--- config.mk ---
export PLATFORM = sky130hd
export DESIGN_NAME = spi_dac_regs
export DESIGN_NICKNAME = d
export VERILOG_FILES = /design/src/rtl/sdr_pkg.sv /design/src/rtl/sdr_spi_rx.sv /design/src/rtl/sdr_chan.sv /design/src/rtl/sdr_glob.sv /design/src/rtl/spi_dac_regs.sv
export SDC_FILE = /design/constraint.sdc
export NUM_CORES = 2
export LEC_CHECK = 0
export BUFFER_PORTS_ARGS = -buffer_cell sky130_fd_sc_hd__buf_2
export CAP_MARGIN = 40
export CORE_AREA = 2 2 640 642
export DETAILED_ROUTE_END_ITERATION = 7
export DIE_AREA = 0 0 642 644
export PLACE_DENSITY = 0.44
export SYNTH_ARGS = -nofsm -noshare
export SYNTH_HDL_FRONTEND = slang
export SYNTH_SLANG_ARGS = --single-unit
--- constraint.sdc ---
create_clock -name clk_i -period 7.42 [get_ports clk_i]
set_input_delay 1.484 -clock clk_i [delete_from_list [all_inputs] [get_ports clk_i]]
set_output_delay 1.484 -clock clk_i [all_outputs]
set_load 0.02 [all_outputs]
--- src/rtl/sdr_pkg.sv ---
package sdr_pkg;
  localparam int unsigned CMD_W  = 8;
  localparam int unsigned ADDR_W = 7;

  localparam logic [2:0] GRP_CODE = 3'd0;
  localparam logic [2:0] GRP_SET  = 3'd1;
  localparam logic [2:0] GRP_OFF  = 3'd2;
  localparam logic [2:0] GRP_GAIN = 3'd3;
  localparam logic [2:0] GRP_CUPD = 3'd4;
  localparam logic [2:0] GRP_GLOB = 3'd7;

  localparam logic [ADDR_W-1:0] A_CFG    = 7'h70;
  localparam logic [ADDR_W-1:0] A_PWRDN  = 7'h71;
  localparam logic [ADDR_W-1:0] A_ABSEL  = 7'h72;
  localparam logic [ADDR_W-1:0] A_SWTOG  = 7'h73;
  localparam logic [ADDR_W-1:0] A_TDEN   = 7'h74;
  localparam logic [ADDR_W-1:0] A_THERM  = 7'h77;
  localparam logic [ADDR_W-1:0] A_UPDALL = 7'h7C;

  typedef struct packed {
    logic code;
    logic cupd;
    logic set;
    logic off;
    logic gain;
  } chan_we_t;

  function automatic logic addr_readable(input logic [ADDR_W-1:0] a);
    return (a <= 7'h3F) || ((a >= A_CFG) && (a <= A_THERM));
  endfunction

  function automatic logic addr_writable(input logic [ADDR_W-1:0] a);
    return (a <= A_UPDALL) && (a != A_THERM);
  endfunction
endpackage

--- src/rtl/sdr_spi_rx.sv ---
module sdr_spi_rx #(
  parameter int unsigned FW   = 24,
  parameter int unsigned SYNC = 2
) (
  input  logic          clk_i,
  input  logic          rst_ni,
  input  logic          sclk_i,
  input  logic          csn_i,
  input  logic          mosi_i,
  input  logic [FW-1:0] tx_data_i,
  output logic          frame_o,
  output logic [FW-1:0] frame_data_o,
  output logic          miso_o
);
  localparam int unsigned CNTW = $clog2(FW + 2);
  localparam logic [CNTW-1:0] FULL = CNTW'(FW);

  logic [SYNC:0]   sclk_s, csn_s;
  logic [SYNC-1:0] mosi_s;
  logic [CNTW-1:0] cnt_q;
  logic [FW-1:0]   rx_q, tx_q;
  logic sck_now, sck_old, cs_now, cs_old, mosi_now;
  logic sck_rise, sck_fall, cs_fall, cs_rise;

  assign sck_now  = sclk_s[SYNC-1];
  assign sck_old  = sclk_s[SYNC];
  assign cs_now   = csn_s[SYNC-1];
  assign cs_old   = csn_s[SYNC];
  assign mosi_now = mosi_s[SYNC-1];
  assign sck_rise = sck_now & ~sck_old;
  assign sck_fall = ~sck_now & sck_old;
  assign cs_fall  = cs_old & ~cs_now;
  assign cs_rise  = ~cs_old & cs_now;

  always_ff @(posedge clk_i or negedge rst_ni) begin
    if (!rst_ni) begin
      sclk_s <= '0;
      csn_s  <= '1;
      mosi_s <= '0;
    end else begin
      sclk_s <= {sclk_s[SYNC-1:0], sclk_i};
      csn_s  <= {csn_s[SYNC-1:0], csn_i};
      mosi_s <= {mosi_s[SYNC-2:0], mosi_i};
    end
  end

  // bit counter saturates so overlong frames never alias to a full one
  always_ff @(posedge clk_i or negedge rst_ni) begin
    if (!rst_ni) begin
      cnt_q <= '0;
      rx_q  <= '0;
    end else if (cs_now) begin
      cnt_q <= '0;
    end else if (sck_rise) begin
      rx_q <= {rx_q[FW-2:0], mosi_now};
      if (cnt_q != '1) cnt_q <= cnt_q + 1'b1;
    end
  end

  always_ff @(posedge clk_i or negedge rst_ni) begin
    if (!rst_ni)                 tx_q <= '0;
    else if (cs_fall)            tx_q <= tx_data_i;
    else if (!cs_now && sck_fall) tx_q <= {tx_q[FW-2:0], 1'b0};
  end

  assign frame_o      = cs_rise && (cnt_q == FULL);
  assign frame_data_o = rx_q;
  assign miso_o       = ~cs_now & tx_q[FW-1];
endmodule

--- src/rtl/sdr_chan.sv ---
module sdr_chan
  import sdr_pkg::*;
#(
  parameter int unsigned DW = 16
) (
  input  logic          clk_i,
  input  logic          rst_ni,
  input  logic          clr_i,
  input  chan_we_t      we_i,
  input  logic          sel_b_i,
  input  logic          upd_all_i,
  input  logic [DW-1:0] wdata_i,
  output logic [DW-1:0] code_a_o,
  output logic [DW-1:0] code_b_o,
  output logic [DW-1:0] dac_o,
  output logic [DW-1:0] set_o,
  output logic [DW-1:0] off_o,
  output logic [DW-1:0] gain_o,
  output logic          upd_o
);
  always_ff @(posedge clk_i or negedge rst_ni) begin
    if (!rst_ni) begin
      code_a_o <= '0; code_b_o <= '0; dac_o <= '0;
      set_o <= '0; off_o <= '0; gain_o <= '0; upd_o <= 1'b0;
    end else if (clr_i) begin
      code_a_o <= '0; code_b_o <= '0; dac_o <= '0;
      set_o <= '0; off_o <= '0; gain_o <= '0; upd_o <= 1'b0;
    end else begin
      upd_o <= we_i.cupd | upd_all_i;
      if (we_i.code || we_i.cupd) begin
        if (sel_b_i) code_b_o <= wdata_i;
        else         code_a_o <= wdata_i;
      end
      if (we_i.cupd)     dac_o <= wdata_i;
      else if (upd_all_i) dac_o <= sel_b_i ? code_b_o : code_a_o;
      if (we_i.set)  set_o  <= wdata_i;
      if (we_i.off)  off_o  <= wdata_i;
      if (we_i.gain) gain_o <= wdata_i;
    end
  end
endmodule

--- src/rtl/sdr_glob.sv ---
module sdr_glob
  import sdr_pkg::*;
#(
  parameter int unsigned NCH = 16,
  parameter int unsigned DW  = 16
) (
  input  logic              clk_i,
  input  logic              rst_ni,
  input  logic              wr_i,
  input  logic [ADDR_W-1:0] addr_i,
  input  logic [DW-1:0]     wdata_i,
  output logic [DW-1:0]     cfg_o,
  output logic [NCH-1:0]    pwrdn_o,
  output logic [NCH-1:0]    absel_o,
  output logic [NCH-1:0]    swtog_o,
  output logic [NCH-1:0]    tden_o,
  output logic              clr_o
);
  // soft reset fires the cycle after the top config bit is seen
  assign clr_o = cfg_o[DW-1];

  always_ff @(posedge clk_i or negedge rst_ni) begin
    if (!rst_ni) begin
      cfg_o <= '0; pwrdn_o <= '0; absel_o <= '0; swtog_o <= '0; tden_o <= '0;
    end else if (clr_o) begin
      cfg_o <= '0; pwrdn_o <= '0; absel_o <= '0; swtog_o <= '0; tden_o <= '0;
    end else if (wr_i) begin
      case (addr_i)
        A_CFG:   cfg_o   <= wdata_i;
        A_PWRDN: pwrdn_o <= wdata_i[NCH-1:0];
        A_ABSEL: absel_o <= wdata_i[NCH-1:0];
        A_SWTOG: swtog_o <= wdata_i[NCH-1:0];
        A_TDEN:  tden_o  <= wdata_i[NCH-1:0];
        default: ;
      endcase
    end
  end
endmodule

--- src/rtl/spi_dac_regs.sv ---
module spi_dac_regs
  import sdr_pkg::*;
#(
  parameter int unsigned NCH  = 16,
  parameter int unsigned DW   = 16,
  parameter int unsigned SYNC = 2
) (
  input  logic              clk_i,
  input  logic              rst_ni,
  input  logic              sclk_i,
  input  logic              csn_i,
  input  logic              mosi_i,
  output logic              miso_o,
  input  logic [DW-1:0]     thermal_i,
  output logic [NCH*DW-1:0] code_a_o,
  output logic [NCH*DW-1:0] code_b_o,
  output logic [NCH*DW-1:0] dac_o,
  output logic [NCH*DW-1:0] setting_o,
  output logic [NCH*DW-1:0] offset_o,
  output logic [NCH*DW-1:0] gain_o,
  output logic [DW-1:0]     cfg_o,
  output logic [NCH-1:0]    pwrdn_o,
  output logic [NCH-1:0]    absel_o,
  output logic [NCH-1:0]    swtog_o,
  output logic [NCH-1:0]    tden_o,
  output logic [NCH-1:0]    upd_o
);
  localparam int unsigned FW  = CMD_W + DW;
  localparam int unsigned CHW = (NCH > 1) ? $clog2(NCH) : 1;
  localparam logic [4:0]  NCH5 = 5'(NCH);

  logic              frm;
  logic [FW-1:0]     frm_data;
  logic [CMD_W-1:0]  cmd;
  logic [ADDR_W-1:0] addr;
  logic [DW-1:0]     wdata;
  logic [2:0]        grp;
  logic              is_rd, wr_ok, ch_ok, upd_all, clr;
  logic [DW-1:0]     rd_hold_q, rd_val;

  logic [DW-1:0] a_arr [NCH];
  logic [DW-1:0] b_arr [NCH];
  logic [DW-1:0] s_arr [NCH];
  logic [DW-1:0] o_arr [NCH];
  logic [DW-1:0] g_arr [NCH];

  sdr_spi_rx #(.FW(FW), .SYNC(SYNC)) u_rx (
    .clk_i        (clk_i),
    .rst_ni       (rst_ni),
    .sclk_i       (sclk_i),
    .csn_i        (csn_i),
    .mosi_i       (mosi_i),
    .tx_data_i    ({{CMD_W{1'b0}}, rd_hold_q}),
    .frame_o      (frm),
    .frame_data_o (frm_data),
    .miso_o       (miso_o)
  );

  assign cmd     = frm_data[FW-1 -: CMD_W];
  assign wdata   = frm_data[DW-1:0];
  assign is_rd   = cmd[CMD_W-1];
  assign addr    = cmd[ADDR_W-1:0];
  assign grp     = addr[6:4];
  assign ch_ok   = ({1'b0, addr[3:0]} < NCH5);
  assign wr_ok   = frm && !is_rd && addr_writable(addr);
  assign upd_all = wr_ok && (addr == A_UPDALL);

  sdr_glob #(.NCH(NCH), .DW(DW)) u_glob (
    .clk_i   (clk_i),
    .rst_ni  (rst_ni),
    .wr_i    (wr_ok),
    .addr_i  (addr),
    .wdata_i (wdata),
    .cfg_o   (cfg_o),
    .pwrdn_o (pwrdn_o),
    .absel_o (absel_o),
    .swtog_o (swtog_o),
    .tden_o  (tden_o),
    .clr_o   (clr)
  );

  for (genvar n = 0; n < NCH; n++) begin : g_ch
    chan_we_t we;
    logic     hit;
    assign hit     = wr_ok && (addr[3:0] == 4'(n));
    assign we.code = hit && (grp == GRP_CODE);
    assign we.cupd = hit && (grp == GRP_CUPD);
    assign we.set  = hit && (grp == GRP_SET);
    assign we.off  = hit && (grp == GRP_OFF);
    assign we.gain = hit && (grp == GRP_GAIN);

    sdr_chan #(.DW(DW)) u_chan (
      .clk_i     (clk_i),
      .rst_ni    (rst_ni),
      .clr_i     (clr),
      .we_i      (we),
      .sel_b_i   (absel_o[n]),
      .upd_all_i (upd_all),
      .wdata_i   (wdata),
      .code_a_o  (a_arr[n]),
      .code_b_o  (b_arr[n]),
      .dac_o     (dac_o[n*DW +: DW]),
      .set_o     (s_arr[n]),
      .off_o     (o_arr[n]),
      .gain_o    (g_arr[n]),
      .upd_o     (upd_o[n])
    );

    assign code_a_o[n*DW +: DW]  = a_arr[n];
    assign code_b_o[n*DW +: DW]  = b_arr[n];
    assign setting_o[n*DW +: DW] = s_arr[n];
    assign offset_o[n*DW +: DW]  = o_arr[n];
    assign gain_o[n*DW +: DW]    = g_arr[n];
  end

  always_comb begin
    logic [CHW-1:0] ci;
    ci     = addr[CHW-1:0];
    rd_val = '0;
    if (addr_readable(addr)) begin
      case (grp)
        GRP_CODE: if (ch_ok) rd_val = absel_o[ci] ? b_arr[ci] : a_arr[ci];
        GRP_SET:  if (ch_ok) rd_val = s_arr[ci];
        GRP_OFF:  if (ch_ok) rd_val = o_arr[ci];
        GRP_GAIN: if (ch_ok) rd_val = g_arr[ci];
        GRP_GLOB: begin
          case (addr)
            A_CFG:   rd_val = cfg_o;
            A_PWRDN: rd_val[NCH-1:0] = pwrdn_o;
            A_ABSEL: rd_val[NCH-1:0] = absel_o;
            A_SWTOG: rd_val[NCH-1:0] = swtog_o;
            A_TDEN:  rd_val[NCH-1:0] = tden_o;
            A_THERM: rd_val = thermal_i;
            default: rd_val = '0;
          endcase
        end
        default: rd_val = '0;
      endcase
    end
  end

  // reply for the next frame; any full write frame clears it
  always_ff @(posedge clk_i or negedge rst_ni) begin
    if (!rst_ni)  rd_hold_q <= '0;
    else if (frm) rd_hold_q <= is_rd ? rd_val : '0;
  end
endmodule

==> impl_results.md <==
* Die ar. at 413000 µm²
* Setup WS pre-CTS at 2510 ps
* Hold Path Cell Cnt at 0
* Final worst-path cycle share at 0.609
* RSZ-0062 raised after global routing: false
* Synth Cell Area at 85100 µm²
* Total Routing Usage GR at 0.276
* Worst Path Required at 8230 ps
* Min-delay worst type: flop to flop
* Vias in the first global route at 74300
* Starting Density at 0.209
* Syn Area/Cell at 10.1 µm²
* DR pass1 iterations at 6
* Utilization after layout at 0.266
* Critical Path Start: u_rx.frame_data_o[17]
* Worst Path Arrival at 5320 ps
* CTS Buffer Depth at 4
* Setup repair bufs after CTS at 0
* Clock Tree Root: clkbuf_16
* Nets at 9841
* Number of fillers in the final layout at 43700
* Hold Fails Final Rpt at 0
* Skew-Pair Late Insertion Delay at 960 ps
* Vias per cell at 5.15
* Inst Count DP at 15000
* R2R setup slack at 2900 ps
* Total CTS buffers at 219
* Worst R2R Start: u_rx.frame_data_o[17]
* Critical path's top delay family: compound AO/OA/AOI/OAI gates
* Crit path capture type: flop
* Largest net degree at the start of global routing at 202
* Max stage delay on crit path at 860 ps
* Die Wd at 642 µm
* Ys Warns at 0
* Final min period at 4520 ps
* Slew Viols, Final at 0
* Buffers on Ports at 1653
* First DRT Iteration DRCs at 10300
* Clock sinks at 1709
* Top cell type's share of synthesized area at 0.501
* Seq/Total Area, Yosys at 0.502
* Clock Pin Slew Worst Setup and Hold Paths at 60 ps
* Final setup margin at 2900 ps
* Core Area at 408000 µm²
* Antenna Nets Post-Route at 0
* Unique masters post-synth at 67
* Row count at 235
* Post-Synthesis Net Count at 8479
* Die height at 644 µm
* Actual slew at the worst max-slew pin at 1250 ps
* Slew Limit Headroom at 0.170
* Hold buffers post-CTS at 0
* CTS tree: done
* FMAX at 0.221 GHz
* Worst path cell trace: buf_12 -> mux4_2 -> mux2i_1 -> o22ai_1 -> o31ai_1 -> buf_4 -> nand3_1
* Critical Path End: rd_hold_q[10]
* Cell count after synthesis at 8455
* Layout cells sized above 1 at 0.283
* Status: complete, no violations
* Min Hold Slack at 351 ps
* # resized after CTS at 0
* Layout Cells excl Fill at 15500
* Post-synth EDFFs at 0
* Ys async rst share at 1.00
* Clock Skew at 80.8 ps
* Maxcap violations at 0
* Area delta synth->final at 27.3%
* Via count at 79600
* First-pass GRT wire length at 774000 µm
* RR Endpoint: rd_hold_q[10]
* GP Congestion at 0.967
* Total grt overflow at 0
* Total stage count of the critical path at 7
* # DRC at 0
* Hpwl dp at 440000 µm
* CTS HTree Levels at 4
* Area leader, netlist: dfrtp_1
* DRT Wirelength at 594000 µm
* Power per cell area at 210 nW/µm²
* Leak pwr at 50.9 nW
* Dominant synthesized flop cell: dfrtp_1
* Final Setup Violations at 0
* Startpoint Class: flop
* Initial antenna violation count at 67
* Max rail drop VDD at 171 µV
* Ranking of synthesized cells by area: dfrtp_1 50%, mux2i_1 13%, nand2_1 8.0%, mux4_2 7.6%, a21oi_1 5.9%
* Buffers & Inverters on Critical Path at 2
* Path depth of the worst reg2reg path at 7
* IO Count at 1654
* Crit path max fanout at 91
* Critical path class: flop to flop
* Synthesized flop and latch total at 1709
* Post-route setup TNS at 0 ps
* Routed len/inst at 38.4 µm
* Slowest-stage cell, CP: dfrtp_4
## per-stage QoR
stage | instance area (µm²) | total power [mW]
finish | 108000 | 22.8
global route | 108000 | 23.3
CTS | 108000 | 23.0
detailed placement | 101000 | 11.5
global placement | 99300 | 11.4
floorplan | 85100 | 10.2
## placed cells by master, fill, tap and decap left out, drive strengths merged, types with 22 or more instances in the layout
master  synthesis  final
o21ai         125    125
a22oi         126    126
nand2        1827   1827
nand4          27     27
mux4          287    287
dfrtp        1706   1706
bufinv          0     22
diode           0     29
mux2i        1069   1069
buf           313   1992
o211ai        267    267
mux2           31     31
nand3         204    204
clkbuf        538    309
nor3           52     52
a21oi         996    996
clkinv          1     51
nor2          725    725
## how the worst min path moves through the flow
stage	startpoint	endpoint	slack, ps
6_report	u_rx.mosi_s[0]	u_rx.mosi_s[1]	350
5_1_grt	u_rx.csn_s[0]	u_rx.csn_s[1]	360
4_1_cts	u_rx.mosi_s[0]	u_rx.mosi_s[1]	350
3_5_place_dp	u_rx.mosi_s[0]	u_rx.mosi_s[1]	340
3_3_place_gp	u_rx.mosi_s[0]	u_rx.mosi_s[1]	330
2_1_floorplan	u_rx.mosi_s[0]	u_rx.mosi_s[1]	330
## registers in the layout, indices dropped and copies added (netlist names), 16 cells and up
| signal | count |
|---|---|
| u_rx.frame_data_o | 24 |
| g_ch.u_chan.dac_o | 256 |
| g_ch.u_chan.gain_o | 256 |
| u_glob.cfg_o | 16 |
| u_glob.swtog_o | 16 |
| u_glob.absel_o | 16 |
| g_ch.u_chan.off_o | 256 |
| u_rx.tx_q | 24 |
| u_glob.pwrdn_o | 16 |
| u_glob.tden_o | 16 |
| g_ch.u_chan.set_o | 256 |
| g_ch.u_chan.code_a_o | 256 |
| rd_hold_q | 16 |
| g_ch.u_chan.upd_o | 16 |
| g_ch.u_chan.code_b_o | 256 |
## power breakdown
part / internal [mW] / switching, mW / leakage [nW] / total, mW
Sequential: 9.37 / 0.389 / 23.7 / 9.75
Clock: 6.70 / 4.78 / 3.68 / 11.5
Combinational: 0.229 / 1.29 / 23.6 / 1.52
Total: 16.3 / 6.46 / 50.9 / 22.8
## cell families (layout without fill, tap and decap cells)
| family | Yosys count | after routing | share of synthesized area |
|---|---|---|---|
| AO/OA/AOI/OAI | 1589 | 1589 | 0.108 |
| XOR/XNOR | 3 | 3 | 0.000309 |
| adder cells (fa/ha/maj) | 3 | 3 | 0.000441 |
| buffers and inverters | 856 | 2392 | 0.0440 |
| flip-flops | 1709 | 1709 | 0.502 |
| multiplexers | 1387 | 1387 | 0.206 |
| other | 0 | 29 | 0 |
| AND/OR/NAND/NOR | 2908 | 2908 | 0.139 |
## cell usage after synthesis (3+ instances only)
cell	n
o2111ai_1	5
and2_1	5
nand3_1	195
nor4_4	5
nor3_4	5
and3_1	14
nor2_2	3
nor3_1	31
o221ai_1	3
a21oi_1	996
buf_6	5
a2111oi_0	3
nand2b_1	6
nor3_2	16
nand4_1	25
dfrtp_1	1706
buf_2	189
ha_1	3
nor2_1	722
nor4_2	5
o21ai_0	125
o22ai_1	7
or3_1	9
a22o_1	18
a22oi_1	126
nand3_2	8
mux2_2	31
dfstp_2	3
nand2_1	1825
mux4_2	287
nor4_1	5
clkbuf_1	538
o31ai_1	6
a2bb2oi_1	3
buf_4	69
a221oi_1	9
o211ai_1	267
buf_1	50
nor2b_1	13
mux2i_1	1069
a32oi_1	9
## cell type report
cell class	count	area, µm²	area share
clock buffer	309	6340	0.0585
clock inverter	86	1130	0.0104
antenna	29	72.6	0.000670
multi-input combinational	5890	39100	0.361
tap	5451	6820	0.0629
sequential	1709	42900	0.396
inverter	5	18.8	0.000173
timing repair buffer	1992	12000	0.111
## layer usage
| metal | vias to the layer above | share of wire | track usage |
|---|---|---|---|
| met1 | 41900 | 0.40 | 0.356 |
| met2 | 4595 | 0.44 | 0.422 |
| met4 | 16 | 0.057 | 0.127 |
| met3 | 816 | 0.095 | 0.0829 |
| li1 | 32300 | - | - |
| met5 | - | 0.00015 | 0 |
No activity file was read; power rests on OpenSTA's default activity.
